File: config.mk
export PLATFORM = sky130hd
export DESIGN_NAME = pwm_xor_array
export DESIGN_NICKNAME = d
export VERILOG_FILES = /design/src/rtl/pwm_xor_pkg.sv /design/src/rtl/pwm_loop_prescaler.sv /design/src/rtl/pwm_chan_core.sv /design/src/rtl/pwm_pair_route.sv /design/src/rtl/pwm_xor_array.sv
export SDC_FILE = /design/constraint.sdc
export NUM_CORES = 1
export LEC_CHECK = 0
export ABC_AREA = 0
export CORE_ASPECT_RATIO = 0.8
export CORE_MARGIN = 3
export CORE_UTILIZATION = 64
export DETAILED_ROUTE_END_ITERATION = 12
export DONT_BUFFER_PORTS = 1
export GPL_ROUTABILITY_DRIVEN = 0
export PLACE_DENSITY = 0.8
export SLEW_MARGIN = 10
export SYNTH_ARGS = -nofsm -noshare
export SYNTH_HDL_FRONTEND = slang
export SYNTH_SLANG_ARGS = --single-unit
File: constraint.sdc
create_clock -name clk -period 8.7 [get_ports clk]
set_clock_uncertainty 0.15 [all_clocks]
set_input_delay 1.305 -clock clk [delete_from_list [all_inputs] [get_ports clk]]
set_output_delay 1.305 -clock clk [all_outputs]
set_load 0.02 [all_outputs]
File: src/rtl/pwm_xor_pkg.sv
package pwm_xor_pkg;

  // Field selector carried on the write port.
  typedef enum logic [1:0] {
    FLD_PERIOD = 2'd0,
    FLD_DUTY   = 2'd1,
    FLD_FINE   = 2'd2,
    FLD_PAIR   = 2'd3
  } pwm_field_e;

endpackage

File: src/rtl/pwm_loop_prescaler.sv
module pwm_loop_prescaler #(
  parameter int DW = 8
) (
  input  logic          clk,
  input  logic          rst_n,
  input  logic          hr_en,
  input  logic [DW-1:0] div_m1,
  output logic [DW-1:0] pre_cnt,
  output logic          loop_tick
);

  logic [DW-1:0] pre_q;
  logic [DW-1:0] pre_d;
  logic          at_end;

  assign at_end = (pre_q >= div_m1);

  always_comb begin
    pre_d = pre_q;
    if (hr_en) begin
      if (at_end) pre_d = '0;
      else        pre_d = pre_q + 1'b1;
    end
  end

  always_ff @(posedge clk or negedge rst_n) begin
    if (!rst_n) pre_q <= '0;
    else        pre_q <= pre_d;
  end

  assign pre_cnt   = pre_q;
  assign loop_tick = hr_en && at_end;

  // no fine step, no movement
  p_freeze_r1: assert property (@(posedge clk) disable iff (!rst_n)
    !hr_en |=> $stable(pre_q));

  // a tick restarts the fine-step count
  p_tick_restart_r1: assert property (@(posedge clk) disable iff (!rst_n)
    loop_tick |=> (pre_q == '0));

endmodule

File: src/rtl/pwm_chan_core.sv
module pwm_chan_core #(
  parameter int CW = 8,
  parameter int DW = 8
) (
  input  logic          clk,
  input  logic          rst_n,
  input  logic          loop_tick,
  input  logic [DW-1:0] pre_cnt,
  input  logic          wr_per,
  input  logic          wr_duty,
  input  logic          wr_fine,
  input  logic [CW-1:0] wr_val,
  output logic          raw,
  output logic          pend
);

  localparam logic [CW-1:0] PER_MIN = CW'(1);

  logic [CW-1:0] per_sh_q,   per_sh_d;
  logic [CW-1:0] duty_sh_q,  duty_sh_d;
  logic [DW-1:0] fine_sh_q,  fine_sh_d;
  logic [CW-1:0] per_act_q,  per_act_d;
  logic [CW-1:0] duty_act_q, duty_act_d;
  logic [DW-1:0] fine_act_q, fine_act_d;
  logic [CW-1:0] cnt_q,      cnt_d;
  logic          pend_q,     pend_d;
  logic          wrap;
  logic          wr_any;

  assign wr_any = wr_per || wr_duty || wr_fine;
  assign wrap   = loop_tick && (cnt_q == per_act_q);

  // Shadow registers: written at any time.
  always_comb begin
    per_sh_d  = per_sh_q;
    duty_sh_d = duty_sh_q;
    fine_sh_d = fine_sh_q;
    if (wr_per)  per_sh_d  = (wr_val == '0) ? PER_MIN : wr_val;
    if (wr_duty) duty_sh_d = wr_val;
    if (wr_fine) fine_sh_d = wr_val[DW-1:0];
  end

  // Working set and loop counter: change only on ticks, reload at wrap.
  always_comb begin
    per_act_d  = per_act_q;
    duty_act_d = duty_act_q;
    fine_act_d = fine_act_q;
    cnt_d      = cnt_q;
    pend_d     = pend_q;
    if (wrap) begin
      cnt_d      = '0;
      per_act_d  = per_sh_q;
      duty_act_d = duty_sh_q;
      fine_act_d = fine_sh_q;
      pend_d     = 1'b0;
    end else if (loop_tick) begin
      cnt_d = cnt_q + 1'b1;
    end
    if (wr_any) pend_d = 1'b1;
  end

  always_ff @(posedge clk or negedge rst_n) begin
    if (!rst_n) begin
      per_sh_q   <= PER_MIN;
      duty_sh_q  <= '0;
      fine_sh_q  <= '0;
      per_act_q  <= PER_MIN;
      duty_act_q <= '0;
      fine_act_q <= '0;
      cnt_q      <= '0;
      pend_q     <= 1'b0;
    end else begin
      per_sh_q   <= per_sh_d;
      duty_sh_q  <= duty_sh_d;
      fine_sh_q  <= fine_sh_d;
      per_act_q  <= per_act_d;
      duty_act_q <= duty_act_d;
      fine_act_q <= fine_act_d;
      cnt_q      <= cnt_d;
      pend_q     <= pend_d;
    end
  end

  // High below the duty count, plus a fine-step tail inside the duty tick.
  assign raw  = (cnt_q < duty_act_q) ||
                ((cnt_q == duty_act_q) && (pre_cnt < fine_act_q));
  assign pend = pend_q;

  // counter never passes the working period
  p_cnt_bound_r2: assert property (@(posedge clk) disable iff (!rst_n)
    cnt_q <= per_act_q);

  // working period is never zero
  p_min_period_r3: assert property (@(posedge clk) disable iff (!rst_n)
    per_act_q != '0);

  // zero duty and zero fine keep the raw waveform low
  p_quiet_zero_r4: assert property (@(posedge clk) disable iff (!rst_n)
    (duty_act_q == '0 && fine_act_q == '0) |-> !raw);

  // duty above period keeps the raw waveform high
  p_full_high_r5: assert property (@(posedge clk) disable iff (!rst_n)
    (duty_act_q > per_act_q) |-> raw);

  // working set holds between wraps
  p_hold_active_r6: assert property (@(posedge clk) disable iff (!rst_n)
    !wrap |=> ($stable(per_act_q) && $stable(duty_act_q) && $stable(fine_act_q)));

  // a write raises the pending flag
  p_pend_set_r6: assert property (@(posedge clk) disable iff (!rst_n)
    wr_any |=> pend_q);

  // a wrap without a write drops the pending flag
  p_pend_clear_r6: assert property (@(posedge clk) disable iff (!rst_n)
    (wrap && !wr_any) |=> !pend_q);

endmodule

File: src/rtl/pwm_pair_route.sv
module pwm_pair_route (
  input  logic       clk,
  input  logic       rst_n,
  input  logic       cfg_wr,
  input  logic [1:0] cfg_val,
  input  logic       raw_even,
  input  logic       raw_odd,
  output logic       pin_even,
  output logic       pin_odd
);

  logic xor_q, xor_d;
  logic gpo_q, gpo_d;
  logic even_q, even_d;
  logic odd_q,  odd_d;

  always_comb begin
    xor_d = xor_q;
    gpo_d = gpo_q;
    if (cfg_wr) begin
      xor_d = cfg_val[0];
      gpo_d = cfg_val[1];
    end
  end

  always_comb begin
    if (xor_q) begin
      even_d = raw_even ^ raw_odd;
      odd_d  = gpo_q;
    end else begin
      even_d = raw_even;
      odd_d  = raw_odd;
    end
  end

  always_ff @(posedge clk or negedge rst_n) begin
    if (!rst_n) begin
      xor_q  <= 1'b0;
      gpo_q  <= 1'b0;
      even_q <= 1'b0;
      odd_q  <= 1'b0;
    end else begin
      xor_q  <= xor_d;
      gpo_q  <= gpo_d;
      even_q <= even_d;
      odd_q  <= odd_d;
    end
  end

  assign pin_even = even_q;
  assign pin_odd  = odd_q;

  // odd pin follows the output bit while paired
  p_odd_gpo_r11: assert property (@(posedge clk) disable iff (!rst_n)
    xor_q |=> (pin_odd == $past(gpo_q)));

  // even pin carries the combined edges while paired
  p_even_xor_r10: assert property (@(posedge clk) disable iff (!rst_n)
    xor_q |=> (pin_even == $past(raw_even ^ raw_odd)));

  // even pin follows its own channel when unpaired
  p_even_plain_r10: assert property (@(posedge clk) disable iff (!rst_n)
    !xor_q |=> (pin_even == $past(raw_even)));

endmodule

File: src/rtl/pwm_xor_array.sv
module pwm_xor_array
  import pwm_xor_pkg::*;
#(
  parameter int NCH = 4,
  parameter int CW  = 8,
  parameter int DW  = 8,
  localparam int CHW = (NCH > 1) ? $clog2(NCH) : 1
) (
  input  logic           clk,
  input  logic           rst_n,
  input  logic           hr_en,
  input  logic [DW-1:0]  lr_div_m1,
  input  logic           wr_en,
  input  logic [CHW-1:0] wr_ch,
  input  logic [1:0]     wr_sel,
  input  logic [CW-1:0]  wr_data,
  output logic [NCH-1:0] pwm_pin,
  output logic [NCH-1:0] upd_pend
);

  localparam int NPAIR = NCH / 2;

  initial begin
    assert (NCH >= 2 && (NCH % 2) == 0 && CW >= DW)
      else $error("pwm_xor_array: NCH must be even and CW >= DW");
  end

  // Reset: asserted asynchronously, released on the clock.
  logic [1:0] rst_pipe_q;
  logic       rst_core_n;

  always_ff @(posedge clk or negedge rst_n) begin
    if (!rst_n) rst_pipe_q <= '0;
    else        rst_pipe_q <= {rst_pipe_q[0], 1'b1};
  end
  assign rst_core_n = rst_pipe_q[1];

  pwm_field_e    fld;
  logic [DW-1:0] pre_cnt;
  logic          loop_tick;
  logic [NCH-1:0] raw_vec;

  assign fld = pwm_field_e'(wr_sel);

  pwm_loop_prescaler #(.DW(DW)) u_prescale (
    .clk       (clk),
    .rst_n     (rst_core_n),
    .hr_en     (hr_en),
    .div_m1    (lr_div_m1),
    .pre_cnt   (pre_cnt),
    .loop_tick (loop_tick)
  );

  for (genvar g = 0; g < NCH; g++) begin : g_chan
    logic hit;
    assign hit = wr_en && (int'(wr_ch) == g);

    pwm_chan_core #(.CW(CW), .DW(DW)) u_chan (
      .clk       (clk),
      .rst_n     (rst_core_n),
      .loop_tick (loop_tick),
      .pre_cnt   (pre_cnt),
      .wr_per    (hit && (fld == FLD_PERIOD)),
      .wr_duty   (hit && (fld == FLD_DUTY)),
      .wr_fine   (hit && (fld == FLD_FINE)),
      .wr_val    (wr_data),
      .raw       (raw_vec[g]),
      .pend      (upd_pend[g])
    );
  end

  for (genvar p = 0; p < NPAIR; p++) begin : g_pair
    logic cfg_hit;
    assign cfg_hit = wr_en && (fld == FLD_PAIR) && ((int'(wr_ch) >> 1) == p);

    pwm_pair_route u_route (
      .clk      (clk),
      .rst_n    (rst_core_n),
      .cfg_wr   (cfg_hit),
      .cfg_val  (wr_data[1:0]),
      .raw_even (raw_vec[2*p]),
      .raw_odd  (raw_vec[2*p+1]),
      .pin_even (pwm_pin[2*p]),
      .pin_odd  (pwm_pin[2*p+1])
    );
  end

  // nothing pending and all pins low in the cycle after reset release
  p_reset_quiet_r12: assert property (@(posedge clk) disable iff (!rst_core_n)
    !$past(rst_core_n) |-> (pwm_pin == '0 && upd_pend == '0));

endmodule

## Word level (Yosys, flattened, before mapping)

Cells that the tools add are included.

- $add $sub $neg: 5
- $lt $le $gt $ge: 9
- Eq/ne operators: 14
- Mux-type cells: 22
- Bitwise operators: 2
- Reduce and logical (&&, ||, !) cells: 52

Operators by type and width:

| kind | number |
|---|---|
| $mux W8 | 10 |
| $eq A8 B8 Y1 | 8 |
| $lt A8 B8 Y1 | 8 |
| $add A8 B1 Y8 const B | 5 |
| $logic_not A32 Y1 | 1 |
| $logic_and A1 B1 Y1 | 28 |
| $reduce_bool A2 Y1 | 8 |
| $logic_or A1 B1 Y1 | 12 |
| $mux W1 | 12 |
| $eq A2 B2 Y1 const B | 4 |
| $ge A8 B8 Y1 | 1 |
| $logic_not A8 Y1 | 1 |
| $eq A2 B1 Y1 const B | 2 |
| $logic_not A2 Y1 | 2 |
| $xor A1 B1 Y1 | 2 |

- Flip-flop bits (word level): 246
- Input bits: 24
- Output and inout bits: 8

## Longest topological paths before layout

Gate-level depths: netlist of run 1.

- Depth in word-level cells: 6
- Mapped depth: 11
- Mapped depth without buffers: 8

## Hierarchy

Synthesis of run 1 repeated with hierarchy kept, for this count alone.

- Cell total of the unflattened synthesis: 1016
- Area total of the unflattened synthesis: 11624.9 µm²

By module, submodules not included:

| module | instances | cells an instance | area an instance (µm²) | sequential area each (µm²) |
|---|---|---|---|---|
| pwm_chan_core | 4 | 226 | 2640.0 | 1428.9 |
| pwm_loop_prescaler | 1 | 70 | 596.8 | 200.2 |
| pwm_pair_route | 2 | 9 | 150.1 | 100.1 |
| pwm_xor_array | 1 | 24 | 167.7 | 50.0 |

## Worst setup path after synthesis of run 1

Ideal clock, no wire load.

- Kind: input to register
- Start: input lr_div_m1[0]
- End: register g_chan[0].u_chan.duty_act_q[0]
- Library setup time: 0.125 ns
- Data arrival time: 3.064 ns
- Slack: 5.361 ns
- Cell stages on the path: 8
- Buffers on the path: 2
- Path through: ha_1 > nand2b_1 > a2111o_1 > a32oi_2 > buf_6 > nor3_2 > buf_6 > mux2_4

- Longest elaborated chain between the ends: 3

Ends and longest elaborated chain:

| element | line | text |
|---|---|---|
| start: declaration | pwm_xor_array.sv:12 | `input logic [DW-1:0] lr_div_m1,` |
| $ge A8 B8 Y1 | pwm_loop_prescaler.sv:16 | `assign at_end = (pre_q >= div_m1);` |
| $logic_and A1 B1 Y1 | pwm_loop_prescaler.sv:32 | `assign loop_tick = hr_en && at_end;` |
| $logic_and A1 B1 Y1 | pwm_chan_core.sv:31 | `assign wrap = loop_tick && (cnt_q == per_act_q);` |
| end signal: assignment | pwm_chan_core.sv:77 | `duty_act_q <= duty_act_d;` |
| end: declaration | pwm_chan_core.sv:23 | `logic [CW-1:0] duty_act_q, duty_act_d;` |

No other way between the ends.
A chain may end at the register's enable or synchronous reset.

## Worst setup path in the final report of run 1

- Start: input lr_div_m1[5]
- End: register g_chan[0].u_chan.per_act_q[1]

- Longest elaborated chain between the ends: 3

Ends and longest elaborated chain:

| element | line | text |
|---|---|---|
| $ge A8 B8 Y1 | pwm_loop_prescaler.sv:16 |  |
| $logic_and A1 B1 Y1 | pwm_loop_prescaler.sv:32 |  |
| $logic_and A1 B1 Y1 | pwm_chan_core.sv:31 |  |
| end signal: assignment | pwm_chan_core.sv:76 | `per_act_q <= per_act_d;` |
| end: declaration | pwm_chan_core.sv:22 | `logic [CW-1:0] per_act_q, per_act_d;` |

No other way between the ends.

==> impl_results.md, run 1 <==
* Outcome: finished, final reports clean
* RSZ-0062 raised after global routing: false
* Nets at 1130
* DR pass1 iterations at 5
* Die Ht at 128 um
* Vias post-DR at 7693
* Critical path's slowest cell: nor3_4
* FF-to-FF path depth at 8
* Syn Nets at 1139
* Number of global-route vias before repair at 7708
* Number of flops mapped to enable cells by yosys at 0
* Max_cap viols at 0
* Commonest non-fill, non-tap cells in the layout: dfrtp_1, mux2_2, o21ai_0
* H-tree lvl count at 1
* CP endpoint kind: flop
* WL/cell at 19.8 um
* Fin crit period at 3580 ps
* Area grow syn2layout at 7.74%
* Slew headroom at 41.8%
* Most used cell, CP: buf_4
* Reg2reg setup slack at 5210 ps
* Initial DRC count at 611
* WS Path Type: primary input to flop
* Reg2Reg Launch Point: u_prescale.pre_cnt[5]
* Tot GR Track Use at 25.7%
* Grt total ovfl at 0
* Row count at 43
* Die Area at 20100 um^2
* Clock sinks at 246
* FF-to-FF End: g_chan[0].u_chan.per_act_q[1]
* Reg clk slew, reported paths at 60 ps
* Max Slew Vio Count at 0
* Post-cts resize count at 0
* Peak VDD IR at 0.187 mV
* Ratio of cells with drive above 1 in the final layout at 19.3%
* Final Setup Violations at 0
* Pwr per Cell Area at 274 nW/um^2
* Commonest non-fill, non-tap cell in the layout: dfrtp_1
* Largest net degree at the start of global routing at 156
* Worst-Skew Late Latency at 520 ps
* Critical path cell sequence: inv_1 -> ha_1 -> a21oi_1 -> o21ai_0 -> a32oi_4 -> buf_4 -> nor3_4 -> buf_4 -> mux2_4
* Mapped Cells at 1042
* Max Fclk at 0.279 GHz
* Core Area at 17700 um^2
* Root Driver: clkbuf_16
* Tcrit/Tclk final at 41.2%
* Num CTS Buffers at 24
* Max clock buf depth at 3
* Worst slew pin tran at 869 ps
* Boundary pin count at 32
* FFs w/ async S/R, synth at 100%
* # diodes at 0
* Hold Vio Cnt, Final at 0
* Setup_tns at 0 ps
* CP max stage delay at 490 ps
* Initial core utilization at 66.8%
* Worst-path maximum fanout at 49
* Static Leak at 5.97 nW
* Setup bufs post-CTS at 0
* Post-synthesis sequential area ratio at 52.2%
* Min-delay worst type: flop to asynchronous set/reset pin
* Most used flip-flop cell after synthesis: dfrtp_1
* Final Power at 3.49 mW
* Synthesized area at 11800 um^2
* Via/cell ratio at 6.05
* First-pass GRT wire length at 40600 um
* Worst Setup Start Kind: primary input
* Worst Path Required at 8940 ps
* WP data arrival at 3830 ps
* Syn. warnings at 0
* Residual DRC at 0
* Post-synth cell types at 50
* Initial antenna violation count at 0
* Detailed Place HPWL at 16200 um
* Hold_buf cts at 0
* DRT Wirelength at 25200 um
* Avg Inst Size Synth at 11.3 um^2
* ANT nets after route at 0
* Die width at 158 um
* CTS tree: yes
* Seq cells post-synth at 246
* Port Buffers at 0
[flip-flops by register name, indices dropped and copies added (netlist names)]
signal / count
g_chan.u_chan.cnt_q: 32
g_chan.u_chan.duty_act_q: 32
g_chan.u_chan.duty_sh_q: 32
g_chan.u_chan.fine_act_q: 32
g_chan.u_chan.fine_sh_q: 32
g_chan.u_chan.pend: 4
g_chan.u_chan.per_act_q: 32
g_chan.u_chan.per_sh_q: 32
g_pair.u_route.gpo_q: 2
g_pair.u_route.pin_even: 2
g_pair.u_route.pin_odd: 2
g_pair.u_route.xor_q: 2
rst_pipe_q: 2
u_prescale.pre_cnt: 8
[metal layers]
layer	up-vias	share of wire, %	global-route usage [%]	routed length, um
met2	202	47	40.9	11700
met1	3842	45	36.9	11300
li1	3594	-	-	-
met4	0	2.5	7.03	635
met5	-	0	0	0
met3	55	6.1	4.50	1530
[per-stage QoR]
step	setup WS [ps]	std cells	hold WS, ps	utilization, %	area, um^2
2_1_floorplan	1200	1042	181	-	11800
3_3_place_gp	4740	1232	172	67.5	11900
3_5_place_dp	4640	1232	178	67.5	11900
4_1_cts	5170	1272	186	71.9	12700
5_1_grt	5020	1272	208	71.9	12700
6_report	5120	1272	159	71.9	12700
[layout make-up]
class | count | area (um^2)
timing repair buffer | 7 | 65.1
multi-input combinational | 678 | 5140
fill | 1219 | 4970
tap | 225 | 282
clock buffer | 33 | 706
clock inverter | 7 | 87.6
inverter | 76 | 285
sequential | 246 | 6170
[synthesized netlist by cell type, types with 12 or more instances]
cell	instances	area [um^2]
ha_1	73	913
o21ai_0	109	546
dfrtp_1	238	5960
nand2_1	97	364
xnor2_1	34	298
a21oi_1	28	140
inv_1	76	285
mux2_2	118	1330
nand3_1	20	100
clkbuf_1	18	67.6
mux2_4	20	300
nand4_1	21	131
nor2_1	42	158
and3_1	12	75.1
[cells by family (layout without fill, tap and decap cells)]
family	count (synthesis)	after routing	synth area share, %
compound gates	190	190	9.22
xor+xnor	38	38	2.82
fa+ha+maj	73	73	7.73
buf+inv	118	123	4.58
flops	246	246	52.2
mux	142	142	14.1
other cells	1	1	0.0317
simple gates	234	234	9.34
[where the power goes]
group | internal (mW) | switching (mW) | leakage [nW]
logic | 0.378 | 0.392 | 2.65
registers | 1.45 | 0.225 | 2.93
clock network | 0.622 | 0.426 | 0.392
[worst max-delay path: cells and delay by family]
family | cells | cell delay [ps]
AND/OR/NAND/NOR | 1 | 490
multiplexers | 1 | 340
adder cells (fa/ha/maj) | 1 | 290
AO/OA/AOI/OAI | 3 | 580
buffers and inverters | 3 | 780
[worst max-delay path by stage]
stage / start / to / slack [ps] / cells past startpoint
6_report: lr_div_m1[5] / g_chan[0].u_chan.per_act_q[1] / 5120 / 9
5_1_grt: lr_div_m1[5] / g_chan[0].u_chan.per_act_q[1] / 5020 / 9
4_1_cts: lr_div_m1[5] / g_chan[0].u_chan.per_act_q[5] / 5170 / 9
3_5_place_dp: lr_div_m1[5] / g_chan[0].u_chan.per_act_q[1] / 4640 / 9
3_3_place_gp: lr_div_m1[0] / g_chan[0].u_chan.per_act_q[2] / 4740 / 8
2_1_floorplan: rst_pipe_q[1] / g_chan[0].u_chan.cnt_q[0] / 1200 / 0
(Power assumes the default switching activity.)
==> run 2, diff against run 1 <==
clock period = 3.5 ns   (was 8.7 ns; I/O delays follow)
==> impl_results.md, run 2 (synthesis gave the netlist of run 1 again) <==
* Detailed Place HPWL at 16200 um
* Die width at 158 um
* Port Buffers at 0
* Hold_buf cts at 15
* P_int at 6.24 mW
* Initial core utilization at 66.8%
* Initial antenna violation count at 0
* Cell family contributing the most delay on the critical path: simple AND/OR/NAND/NOR gates
* Reg2reg setup slack at 270 ps
* Max Fclk at 0.309 GHz
* Final Setup Violations at 0
* Clock network power share at 30.9%
* Dpl cells at 1241
* Tot GR Track Use at 27.2%
* Die Ht at 128 um
* FF-to-FF End: g_chan[1].u_chan.fine_act_q[0]
* Via/cell ratio at 6.00
* RSZ-0062 raised after global routing: false
* Die Area at 20100 um^2
* Grt total ovfl at 0
* Commonest non-fill, non-tap cell in the layout: dfrtp_1
* H-tree lvl count at 1
* Flop pwr share at 45.8%
* Fin crit period at 3230 ps
* Number of global-route vias before repair at 7931
* Static Leak at 6.11 nW
* Fill cell total of the finished layout at 1141
* Comb pwr share at 23.3%
* Tcrit/Tclk final at 92.4%
* Setup_tns at 0 ps
* Area grow syn2layout at 10.2%
* Number of non-filler instances in the completed layout at 1299
* Root Driver: clkbuf_16
* Hold path cells at 2
* Clock sinks at 246
* WL/cell at 20.2 um
* Worst Min Path Start: wr_ch[0]
* WP data arrival at 3490 ps
* Commonest non-fill, non-tap cells in the layout: dfrtp_1, mux2_2, o21ai_0
* Worst path buffer plus inverter count at 1
* Initial DRC count at 740
* Hold Path Sink: g_chan[3].u_chan.pend
* WS Path Type: flop to flop
* Post-cts resize count at 0
* Setup bufs post-CTS at 0
* FF-to-FF path depth at 7
* Min-delay worst type: primary input to flop
* Hold Vio Cnt, Final at 0
* Worst slew pin tran at 857 ps
* CP endpoint kind: flop
* Slew headroom at 42.7%
* Worst-path maximum fanout at 31
* Peak VDD IR at 0.476 mV
* Switch Pwr at 2.69 mW
* # diodes at 0
* Max clock buf depth at 3
* Worst Setup Start Kind: flop
* Core Area at 17700 um^2
* Largest net degree at the start of global routing at 160
* Boundary pin count at 32
* Residual DRC at 0
* CP max stage delay at 670 ps
* Nets at 1154
* CTS tree: yes
* DRT Wirelength at 26300 um
* Finished Core Util at 73.6%
* Outcome: finished, final reports clean
* Num CTS Buffers at 24
* Worst-Skew Late Latency at 520 ps
* Switch share at 30.1%
* Worst Path Required at 3760 ps
* Max_cap viols at 0
* Critical path's slowest cell: nor3_2
* Row count at 43
* First-pass GRT wire length at 43000 um
* Pwr per Cell Area at 686 nW/um^2
* ANT nets after route at 0
* Reg clk slew, reported paths at 70 ps
* Reg2Reg Launch Point: u_prescale.pre_cnt[6]
* Vias post-DR at 7800
* Ratio of cells with drive above 1 in the final layout at 20.0%
* DR pass1 iterations at 6
* Critical path cell sequence: ha_1 -> nand2_1 -> o21ai_0 -> a32oi_4 -> nor3_2 -> buf_4 -> mux2_2
* Max Slew Vio Count at 0
[run 2: routing by layer]
layer / global-route usage (%) / vias to the layer above / wire (um)
met1: 39.6 / 3933 / 12100
met4: 6.88 / 0 / 657
li1: - / 3633 / -
met5: 0 / - / 0
met3: 5.49 / 45 / 1510
met2: 42.5 / 189 / 12000
[run 2: power groups by stage]
stage                     Sequential [mW]  Combinational (mW)  Clock [mW]
final                                4.09                2.08        2.76
after global routing                 4.17                2.36        2.91
after CTS                            4.08                2.06        2.80
after detailed placement             4.12                2.00           0
after global placement               4.09                1.88           0
after floorplan                      3.99                1.57           0
[run 2: through the flow]
| stage | power [mW] | area (um^2) | worst slack (ps) | hold slack (ps) |
|---|---|---|---|---|
| 6_report | 8.93 | 13000 | 268 | 17.8 |
| 5_1_grt | 9.44 | 13000 | 67.8 | 3.38 |
| 4_1_cts | 8.94 | 13000 | 281 | 0.361 |
| 3_5_place_dp | 6.12 | 12000 | 260 | 79.5 |
| 3_3_place_gp | 5.96 | 12000 | 355 | 79.5 |
| 2_1_floorplan | 5.56 | 11800 | 879 | 79.4 |
[run 2: worst max path at each step]
| stage | startpoint | endpoint | slack [ps] | cells past startpoint |
|---|---|---|---|---|
| 5_1_grt | u_prescale.pre_cnt[6] | g_chan[1].u_chan.fine_act_q[0] | 70 | 7 |
| 3_5_place_dp | lr_div_m1[5] | g_chan[1].u_chan.fine_act_q[0] | 260 | 8 |
| 2_1_floorplan | rst_pipe_q[1] | g_chan[0].u_chan.cnt_q[0] | 880 | 0 |
| 3_3_place_gp | lr_div_m1[7] | g_chan[1].u_chan.fine_act_q[0] | 350 | 8 |
| 4_1_cts | u_prescale.pre_cnt[6] | g_chan[1].u_chan.fine_act_q[0] | 280 | 7 |
| 6_report | u_prescale.pre_cnt[6] | g_chan[1].u_chan.fine_act_q[0] | 270 | 7 |
[run 2: worst register-to-register path, stage by stage, from the launching register on]
cell and delay, ps:
dfrtp_1 520, ha_1 360, nand2_1 40, o21ai_0 350, a32oi_4 230, nor3_2 670
buf_4 400, mux2_2 390
[run 2: final cells by class]
type | instances | area [um^2] | share of cell area, %
flip-flops and latches | 246 | 6170 | 47.4
inverters | 76 | 285 | 2.19
clock inverters | 13 | 175 | 1.35
repair buffers | 31 | 295 | 2.27
multi-input cells | 678 | 5140 | 39.5
clock buffers | 30 | 674 | 5.18
well taps | 225 | 282 | 2.16
==> run 3, diff against run 2 <==
PLACE_DENSITY = 0.76   (was 0.8)
==> impl_results.md, run 3 (synthesis gave the netlist of run 1 again) <==
* Switch share at 30.1%
* Hold_buf cts at 11
* Setup_tns at 0 ps
* Grt total ovfl at 0
* DRT Wirelength at 26100 um
* Final Power at 8.82 mW
* CTS tree: yes
* Max Slew Vio Count at 0
* Placed cell area at 12100 um^2
* Clock network power share at 30.1%
* Max_cap viols at 0
* Commonest non-fill, non-tap cells in the layout: dfrtp_1, mux2_2, o21ai_0
* Setup ws final at 373 ps
* Boundary pin count at 32
* Row count at 43
* Vias post-DR at 7715
* First-pass GRT wire length at 41900 um
* Die width at 158 um
* Pre-CTS setup slack at 409 ps
* Max Fclk at 0.320 GHz
* Tot GR Track Use at 26.7%
* DR pass1 iterations at 5
* Comb pwr share at 23.5%
* Fin crit period at 3130 ps
* Post-route cell area at 13000 um^2
* Slew headroom at 23.2%
* Clock sinks at 246
* Die Ht at 128 um
* WL/cell at 20.0 um
* Port Buffers at 0
* Nets at 1156
* Detailed Place HPWL at 16600 um
* Worst slew pin tran at 1150 ps
* Initial core utilization at 66.8%
* Commonest non-fill, non-tap cell in the layout: dfrtp_1
* Initial antenna violation count at 0
* WS Path Type: flop to flop
* Flop pwr share at 46.3%
* P_int at 6.16 mW
* WP data arrival at 3370 ps
* H-tree lvl count at 1
* Post-cts resize count at 0
* Worst Path Required at 3740 ps
* Peak VDD IR at 0.489 mV
* Core Area at 17700 um^2
* Worst-path maximum fanout at 48
* Residual DRC at 0
* Max clock buf depth at 3
* Via/cell ratio at 5.92
* Area grow syn2layout at 10.3%
* Worst Setup Start Kind: flop
* Worst-Skew Late Latency at 520 ps
* CP max stage delay at 500 ps
* Largest net degree at the start of global routing at 73
* Die Area at 20100 um^2
* Min-delay worst type: primary input to flop
* Reg2reg setup slack at 370 ps
* Final Setup Violations at 0
* Outcome: finished, final reports clean
* Critical path cell sequence: inv_1 -> ha_1 -> nand2b_1 -> a2111o_1 -> a32oi_4 -> buf_12 -> nor3_2 -> buf_4 -> mux2_2
* Switch Pwr at 2.65 mW
* CP endpoint kind: flop
* Reg clk slew, reported paths at 60 ps
* ANT nets after route at 0
* RSZ-0062 raised after global routing: false
* Initial DRC count at 694
* Ratio of cells with drive above 1 in the final layout at 20.1%
* Static Leak at 6.13 nW
* Pwr per Cell Area at 676 nW/um^2
* Number of global-route vias before repair at 7637
* Critical path's slowest cell: dfrtp_1
* Root Driver: clkbuf_16
* Setup bufs post-CTS at 0
* Hold Vio Cnt, Final at 0
* Num CTS Buffers at 24
* Tcrit/Tclk final at 89.3%
==> run 3: per-layer routing <==
| layer | global-route usage [%] | vias up | share of wire [%] |
|---|---|---|---|
| met2 | 40.5 | 220 | 45 |
| met4 | 6.83 | 0 | 2.4 |
| met5 | 0 | - | 0 |
| met3 | 5.93 | 50 | 6.9 |
| met1 | 39.7 | 3797 | 45 |
| li1 | - | 3648 | - |
==> run 3: final timing paths <==
kind,from,endpoint,cells after the start
worst max-delay path,u_prescale.pre_cnt[0],g_chan[2].u_chan.per_act_q[6],9
worst min-delay path,wr_data[0],g_pair[0].u_route.xor_q,1
worst max register to register,u_prescale.pre_cnt[0],g_chan[2].u_chan.per_act_q[6],9
worst min register to register,rst_pipe_q[0],rst_pipe_q[1],0
max in group asynchronous,rst_pipe_q[1],g_chan[2].u_chan.per_sh_q[0],1
min in group asynchronous,rst_n,rst_pipe_q[1],1
==> run 3: layout make-up <==
cell class,count,area [um^2]
flip-flops and latches,246,6170
clock inverters,11,133
fillers,1195,4660
repair buffers,33,353
diodes,2,5.00
well taps,225,282
multi-input cells,678,5140
inverters,76,285
clock buffers,33,676
==> run 3: stage by stage <==
step | instances | util [%] | hold WS (ps)
final | 1304 | 73.7 | 8.28
after global routing | 1302 | 73.7 | 0.291
after CTS | 1301 | 73.6 | 0.00305
after detailed placement | 1246 | 68.4 | 79.5
after global placement | 1246 | 68.4 | 79.5
after floorplan | 1042 | - | 79.4
==> run 3: power by group through the flow <==
stage	registers, mW	logic, mW	clock network, mW
2_1_floorplan	3.99	1.57	0
3_3_place_gp	4.09	1.92	0
3_5_place_dp	4.11	2.03	0
6_report	4.09	2.08	2.65
4_1_cts	4.08	2.08	2.69
5_1_grt	4.17	2.36	2.80
==> run 3: critical path: cells and delay by family, from the launching register on <==
family / cells / cell delay [ps]
adders and majority gates: 1 / 290
and+or+nand+nor: 2 / 220
buffers and inverters: 3 / 670
AOI/OAI and AO/OA: 2 / 820
DFF: 1 / 500
muxes: 1 / 310
